### src/rtl/lcd_bringup_seq.sv
module lcd_bringup_seq #(
  parameter int          TICKS_PER_MS = 50000,
  parameter logic [15:0] ID_VALUE     = 16'h9220,
  parameter logic [15:0] ID_MASK      = 16'hFFF0
) (
  input  logic        clk,
  input  logic        rst_n,
  input  logic        pwr_req,
  output logic        eng_req,
  output logic [1:0]  eng_op,
  output logic [7:0]  eng_addr,
  output logic [15:0] eng_wdata,
  input  logic        eng_done,
  input  logic        eng_err,
  input  logic [15:0] eng_rdata,
  output logic        ready,
  output logic        no_dev,
  output logic        busy,
  output logic        pwr_on,
  output logic        err
);

  localparam int W10 = 10 * TICKS_PER_MS;
  localparam int W40 = 40 * TICKS_PER_MS;
  localparam int TW  = $clog2(W40);

  localparam logic [2:0] OP_WR  = 3'd0;
  localparam logic [2:0] OP_IX  = 3'd1;
  localparam logic [2:0] OP_W10 = 3'd2;
  localparam logic [2:0] OP_W40 = 3'd3;
  localparam logic [2:0] OP_END = 3'd4;

  localparam logic [5:0] PC_PON   = 6'd0;
  localparam logic [5:0] PC_POFF  = 6'd16;
  localparam logic [5:0] PC_INITA = 6'd24;
  localparam logic [5:0] PC_INITC = 6'd37;

  typedef enum logic [2:0] {S_BOOT, S_XFER, S_RUN, S_WAIT, S_IDLE, S_DEAD} state_t;
  typedef enum logic [2:0] {P_ID, P_STAT, P_INITA, P_INITPON, P_INITC, P_PON, P_POFF} phase_t;

  function automatic logic [26:0] step(input logic [5:0] a);
    case (a)
      6'd0:  step = {OP_WR,  8'h10, 16'h0000};
      6'd1:  step = {OP_W10, 8'h00, 16'h0000};
      6'd2:  step = {OP_WR,  8'h11, 16'h0000};
      6'd3:  step = {OP_WR,  8'h12, 16'h0000};
      6'd4:  step = {OP_W40, 8'h00, 16'h0000};
      6'd5:  step = {OP_WR,  8'h13, 16'h0000};
      6'd6:  step = {OP_W40, 8'h00, 16'h0000};
      6'd7:  step = {OP_WR,  8'h56, 16'h080F};
      6'd8:  step = {OP_WR,  8'h10, 16'h4240};
      6'd9:  step = {OP_W10, 8'h00, 16'h0000};
      6'd10: step = {OP_WR,  8'h11, 16'h0000};
      6'd11: step = {OP_WR,  8'h12, 16'h0014};
      6'd12: step = {OP_W40, 8'h00, 16'h0000};
      6'd13: step = {OP_WR,  8'h13, 16'h1319};
      6'd14: step = {OP_W40, 8'h00, 16'h0000};
      6'd15: step = {OP_END, 8'h00, 16'h0000};
      6'd16: step = {OP_WR,  8'h10, 16'h0000};
      6'd17: step = {OP_W10, 8'h00, 16'h0000};
      6'd18: step = {OP_WR,  8'h11, 16'h0000};
      6'd19: step = {OP_WR,  8'h12, 16'h0000};
      6'd20: step = {OP_W40, 8'h00, 16'h0000};
      6'd21: step = {OP_WR,  8'h13, 16'h0000};
      6'd22: step = {OP_W40, 8'h00, 16'h0000};
      6'd23: step = {OP_END, 8'h00, 16'h0000};
      6'd24: step = {OP_WR,  8'h00, 16'h0001};
      6'd25: step = {OP_W10, 8'h00, 16'h0000};
      6'd26: step = {OP_WR,  8'h01, 16'h691B};
      6'd27: step = {OP_WR,  8'h02, 16'h0700};
      6'd28: step = {OP_WR,  8'h03, 16'h1030};
      6'd29: step = {OP_WR,  8'h04, 16'h0000};
      6'd30: step = {OP_WR,  8'h05, 16'h0000};
      6'd31: step = {OP_WR,  8'h07, 16'h0037};
      6'd32: step = {OP_WR,  8'h08, 16'h0202};
      6'd33: step = {OP_WR,  8'h09, 16'h0000};
      6'd34: step = {OP_WR,  8'h0B, 16'h0000};
      6'd35: step = {OP_WR,  8'h0C, 16'h0110};
      6'd36: step = {OP_END, 8'h00, 16'h0000};
      6'd37: step = {OP_WR,  8'h30, 16'h0302};
      6'd38: step = {OP_WR,  8'h31, 16'h0407};
      6'd39: step = {OP_WR,  8'h32, 16'h0304};
      6'd40: step = {OP_WR,  8'h33, 16'h0203};
      6'd41: step = {OP_WR,  8'h34, 16'h0706};
      6'd42: step = {OP_WR,  8'h35, 16'h0407};
      6'd43: step = {OP_WR,  8'h36, 16'h0706};
      6'd44: step = {OP_WR,  8'h37, 16'h0000};
      6'd45: step = {OP_WR,  8'h38, 16'h0C06};
      6'd46: step = {OP_WR,  8'h39, 16'h0F00};
      6'd47: step = {OP_WR,  8'h21, 16'h0000};
      6'd48: step = {OP_WR,  8'h40, 16'h0000};
      6'd49: step = {OP_WR,  8'h41, 16'h0000};
      6'd50: step = {OP_WR,  8'h42, 16'hDB00};
      6'd51: step = {OP_WR,  8'h43, 16'hDB00};
      6'd52: step = {OP_WR,  8'h44, 16'hAF00};
      6'd53: step = {OP_WR,  8'h45, 16'hDB00};
      6'd54: step = {OP_IX,  8'h22, 16'h0000};
      default: step = {OP_END, 8'h00, 16'h0000};
    endcase
  endfunction

  state_t          st;
  phase_t          ph;
  logic [5:0]      pc;
  logic [TW-1:0]   tmr;
  logic            run_err;
  logic            tried;
  logic [26:0]     cur;

  assign cur     = step(pc);
  assign eng_req = (st == S_XFER);
  assign ready   = (st == S_IDLE);
  assign no_dev  = (st == S_DEAD);
  assign busy    = (st == S_BOOT) || (st == S_XFER) || (st == S_RUN) || (st == S_WAIT);

  always_ff @(posedge clk) begin
    if (!rst_n) begin
      st        <= S_BOOT;
      ph        <= P_ID;
      pc        <= '0;
      tmr       <= '0;
      eng_op    <= 2'd2;
      eng_addr  <= 8'h00;
      eng_wdata <= 16'h0000;
      run_err   <= 1'b0;
      err       <= 1'b0;
      pwr_on    <= 1'b0;
      tried     <= 1'b0;
    end else begin
      case (st)
        S_BOOT: st <= S_XFER;
        S_XFER: if (eng_done) begin
          case (ph)
            P_ID: begin
              if (eng_err || ((eng_rdata & ID_MASK) != ID_VALUE)) st <= S_DEAD;
              else begin
                ph <= P_STAT;
                st <= S_RUN;
              end
            end
            P_STAT: begin
              if (eng_err) run_err <= 1'b1;
              ph <= P_INITA;
              pc <= PC_INITA;
              st <= S_RUN;
            end
            default: begin
              if (eng_err) run_err <= 1'b1;
              pc <= pc + 6'd1;
              st <= S_RUN;
            end
          endcase
        end
        S_RUN: begin
          if (ph == P_STAT) begin
            eng_op    <= 2'd3;
            eng_addr  <= 8'h00;
            eng_wdata <= 16'h0000;
            st        <= S_XFER;
          end else begin
            case (cur[26:24])
              OP_WR, OP_IX: begin
                eng_op    <= (cur[26:24] == OP_WR) ? 2'd0 : 2'd1;
                eng_addr  <= cur[23:16];
                eng_wdata <= cur[15:0];
                st        <= S_XFER;
              end
              OP_W10: begin
                tmr <= TW'(W10 - 2);
                st  <= S_WAIT;
              end
              OP_W40: begin
                tmr <= TW'(W40 - 2);
                st  <= S_WAIT;
              end
              default: begin
                case (ph)
                  P_INITA: begin
                    ph <= P_INITPON;
                    pc <= PC_PON;
                  end
                  P_INITPON: begin
                    ph <= P_INITC;
                    pc <= PC_INITC;
                  end
                  P_INITC: begin
                    err <= run_err;
                    st  <= S_IDLE;
                  end
                  default: begin
                    err <= run_err;
                    if (!run_err) pwr_on <= tried;
                    st  <= S_IDLE;
                  end
                endcase
              end
            endcase
          end
        end
        S_WAIT: begin
          if (tmr == '0) begin
            pc <= pc + 6'd1;
            st <= S_RUN;
          end else tmr <= tmr - 1'b1;
        end
        S_IDLE: if (pwr_req != tried) begin
          tried <= pwr_req;
          if (pwr_req != pwr_on) begin
            run_err <= 1'b0;
            ph      <= pwr_req ? P_PON : P_POFF;
            pc      <= pwr_req ? PC_PON : PC_POFF;
            st      <= S_RUN;
          end
        end
        default: st <= S_DEAD;
      endcase
    end
  end

endmodule

### config.mk
export PLATFORM = sky130hd
export DESIGN_NAME = lcd_bringup_seq
export DESIGN_NICKNAME = d
export VERILOG_FILES = /design/src/rtl/lcd_bringup_seq.sv
export SDC_FILE = /design/constraint.sdc
export NUM_CORES = 1
export LEC_CHECK = 0
export ABC_AREA = 0
export BUFFER_PORTS_ARGS = -buffer_cell sky130_fd_sc_hd__buf_2
export CAP_MARGIN = 0
export CORE_UTILIZATION = 25
export DETAILED_ROUTE_END_ITERATION = 10
export GPL_ROUTABILITY_DRIVEN = 0
export HOLD_SLACK_MARGIN = 0.15
export PLACE_DENSITY_LB_ADDON = 0.08
export SYNTH_ARGS = -nofsm -noshare
export SYNTH_HDL_FRONTEND = slang
export SYNTH_SLANG_ARGS = --single-unit
### constraint.sdc
create_clock -name clk -period 3.29 [get_ports clk]
set_clock_uncertainty 0.1 [all_clocks]
set_input_delay 0.4935 -clock clk [delete_from_list [all_inputs] [get_ports clk]]
set_output_delay 0.4935 -clock clk [all_outputs]
set_load 0.1 [all_outputs]
==> summary.md <==
| Metric | Value |
|---|---|
| DR WL/cell | `16.2 um` |
| PD cells | `811 nW/um^2` |
| VDD IR max | `0.297 mV` |
| Leakage power | `0.00254 uW` |
| Fillers | `1988` |
| Max-cap violations | `0` |
| Initial antenna violation count | `0` |
| Syn avg cell area | `8.19 sq um` |
| Worst hold path type | `reg -> reg` |
| Period utilisation layout | `0.955` |
| Vias per inst | `5.01` |
| Crit-path max FO | `5` |
| Relative slew slack | `0.498` |
| Total number of vias | `4644` |
| Post-synthesis sequential area ratio | `0.362` |
| CTS buffer count | `9` |
| Post-detail-place hpwl | `11.1 mm` |
| Total GRT Usage | `0.157` |
| Count of final setup violators | `0` |
| Antenna-violating nets left | `0` |
| Cts hold-fix bufs | `0` |
| Max Fclk | `318 MHz` |
| Status | `complete, no violations` |
| Root Buffer | `clkbuf_16` |
| CP Capture Type | `flip-flop` |
| Yosys warns | `0` |
| Synth-to-Final Area Change | `27.9%` |
| Worst-path clk slew | `0.07 ns` |
| Syn Inst Count | `580` |
| DRT met1 WL | `7.75 mm` |
| DIE WIDTH | `140 um` |
| Overflow after GRT | `0` |
| Pre-Repair DR Iteration Count | `5` |
| Met2 WL post-DR | `6.58 mm` |
| N_diodes | `0` |
| Required @ worst endpoint | `3.42 ns` |
| Met3 WL | `569 um` |
| Vias in the first global route | `4449` |
| Critical setup path kind | `reg -> reg` |
| DR DRC count | `0` |
| Worst Max-Slew Pin Slew | `0.753 ns` |
| Fin. max-slew vios | `0` |
| Final hold vios | `0` |
| Global-route wire length before repair | `24.0 mm` |
| Core box area | `18600 sq um` |
| # clock sinks | `86` |
| Nets | `722` |
| Die height | `140 um` |
| PortBufs | `46` |
| CTS tree | `built` |
| Skew-Pair Late Insertion Delay | `0.35 ns` |
| Number of synthesized flops with an enable pin | `0` |
| Hold WS | `0.339 ns` |
| Highest Signal Layer | `met4` |
| # rows | `50` |
| 1st-iter DRT viols | `418` |
| H-tree depth | `3` |
| Ys async rst share | `0` |
| Layout cells sized above 1 | `0.277` |
| Wirelength, routed | `15.0 mm` |
| Design Power | `4920 uW` |
| I/O pins | `53` |
| Critical Path Start Type | `flip-flop` |
| #FFs+latches synth | `86` |
| CTS max path bufs | `2` |
| Pre-CTS setup slack | `-0.0506 ns` |
| Die ar. | `19600 sq um` |
| Library cells used by synthesis | `82` |
| Initial core utilization | `0.255` |
| Setup TNS | `0 ns` |
| Tmin final | `3.14 ns` |
| Largest net degree at the start of global routing | `42` |
| Mapped cell area | `4750 sq um` |
| RSZ-0062 raised after global routing | `false` |
| CP arrival | `3.27 ns` |
| Top_reg_cell synth | `dfxtp_1` |
| Worst setup margin | `0.147 ns` |
## sequential cells by signal, indices dropped and copies added (netlist names)
signal / flops
ph: 3
run_err: 1
pwr_on: 1
err: 1
pc: 6
eng_op: 2
cur: 25
eng_wdata: 15
st: 3
tried: 1
tmr: 21
eng_addr: 7
## worst max-delay path: stages (launching register included)
cell and delay [ns]:
dfxtp_1 0.34, nor4_4 0.33, nand2_2 0.14, o41ai_4 0.29
buf_4 0.19, nand2_4 0.08, o31ai_4 0.31, nand2_2 0.11
buf_6 0.16, ha_2 0.20, nand2_1 0.09, a21oi_1 0.08
a211o_1 0.31, a311o_1 0.29
## cells in the mapped netlist (all sizes together), types with 5 or more instances
| cell | number | area (sq um) |
|---|---|---|
| nor2b | 9 | 56.3 |
| and3 | 5 | 36.3 |
| o211ai | 5 | 51.3 |
| o21ai | 29 | 145 |
| o21a | 5 | 45.0 |
| buf | 15 | 106 |
| nor4 | 10 | 83.8 |
| mux2i | 7 | 82.6 |
| nand3 | 16 | 90.1 |
| ha | 13 | 163 |
| nor3b | 5 | 42.5 |
| o31ai | 5 | 42.5 |
| and2 | 5 | 31.3 |
| a21oi | 59 | 299 |
| clkbuf | 16 | 60.1 |
| nand2 | 66 | 255 |
| nor3 | 23 | 143 |
| a21o | 6 | 45.0 |
| a31oi | 6 | 37.5 |
| o22ai | 7 | 43.8 |
| a22oi | 17 | 128 |
| inv | 17 | 63.8 |
| nor2 | 71 | 284 |
| dfxtp | 86 | 1720 |
| xnor2 | 11 | 96.3 |
## metal layers
metal / track usage / vias up
li1: - / 2328
met1: 0.221 / 2208
met2: 0.242 / 99
met3: 0.0299 / 9
met4: 0.0434 / 0
met5: 0 / -
## cells in the final DEF (no fill, tap or decap), types with 5 or more instances in the layout
cell type	count
o22ai_1	7
xnor2_1	11
nor2_2	5
o21ai_1	6
inv_1	12
mux2i_1	6
a22oi_1	17
nor2b_1	8
a21oi_1	58
inv_2	5
nand3_1	14
buf_4	79
nor4_1	7
nand2_1	63
o21ai_0	22
nor3_1	18
dfxtp_1	84
clkbuf_16	9
nor2_1	65
a21o_1	6
ha_1	11
a31oi_1	6
buf_2	46
## repair_timing
item / CTS / global route
resized for setup: 1 / 14
gates cloned: 0 / 0
pin swaps: 1 / 6
setup buffers: 1 / 4
setup endpoints to repair: 9 / 17
## worst paths after layout
kind	slack, ns	endpoint	cells past startpoint	from
max	0.15	cur[16]$_DFF_P_	13	tmr[6]$_SDFFE_PN0P_
min	0.34	eng_wdata[12]$_SDFFE_PN0P_	2	cur[12]$_DFF_P_
max reg2reg	0.15	cur[16]$_DFF_P_	13	tmr[6]$_SDFFE_PN0P_
min reg2reg	0.34	eng_wdata[12]$_SDFFE_PN0P_	2	cur[12]$_DFF_P_
## per-stage QoR
| stage | area (sq um) | std cells | util |
|---|---|---|---|
| after floorplan | 4760 | 581 | - |
| after global placement | 5700 | 906 | 0.306 |
| after detailed placement | 5700 | 906 | 0.306 |
| after CTS | 5990 | 923 | 0.321 |
| after global routing | 6070 | 927 | 0.326 |
| final | 6070 | 927 | 0.326 |
## kinds of logic (layout without fill, tap and decap cells)
| family | after synthesis | in the layout | synth area share |
|---|---|---|---|
| other cells | 1 | 2 | 0.000790 |
| buf+inv | 50 | 162 | 0.0511 |
| flops | 86 | 86 | 0.362 |
| fa+ha+maj | 13 | 13 | 0.0342 |
| compound gates | 181 | 181 | 0.264 |
| mux | 8 | 8 | 0.0205 |
| simple gates | 227 | 227 | 0.241 |
| xor+xnor | 14 | 14 | 0.0258 |
## report_power, final
group / leakage, uW / switching, uW / internal, uW
sequential: 0.000696 / 132 / 1180
clock: 0.000141 / 464 / 522
combinational: 0.00170 / 1650 / 982
total: 0.00254 / 2240 / 2680
## cell type report
cell class,count,area [sq um],area share
Multi-Input combinational cell,445,2850,0.469
Sequential cell,86,1720,0.284
Timing Repair Buffer,127,855,0.141
Tap cell,234,293,0.0482
Clock buffer,9,225,0.0371
Inverter,19,76.3,0.0126
Clock inverter,7,53.8,0.00886
Note: power is estimated with default switching activity, not from simulation.
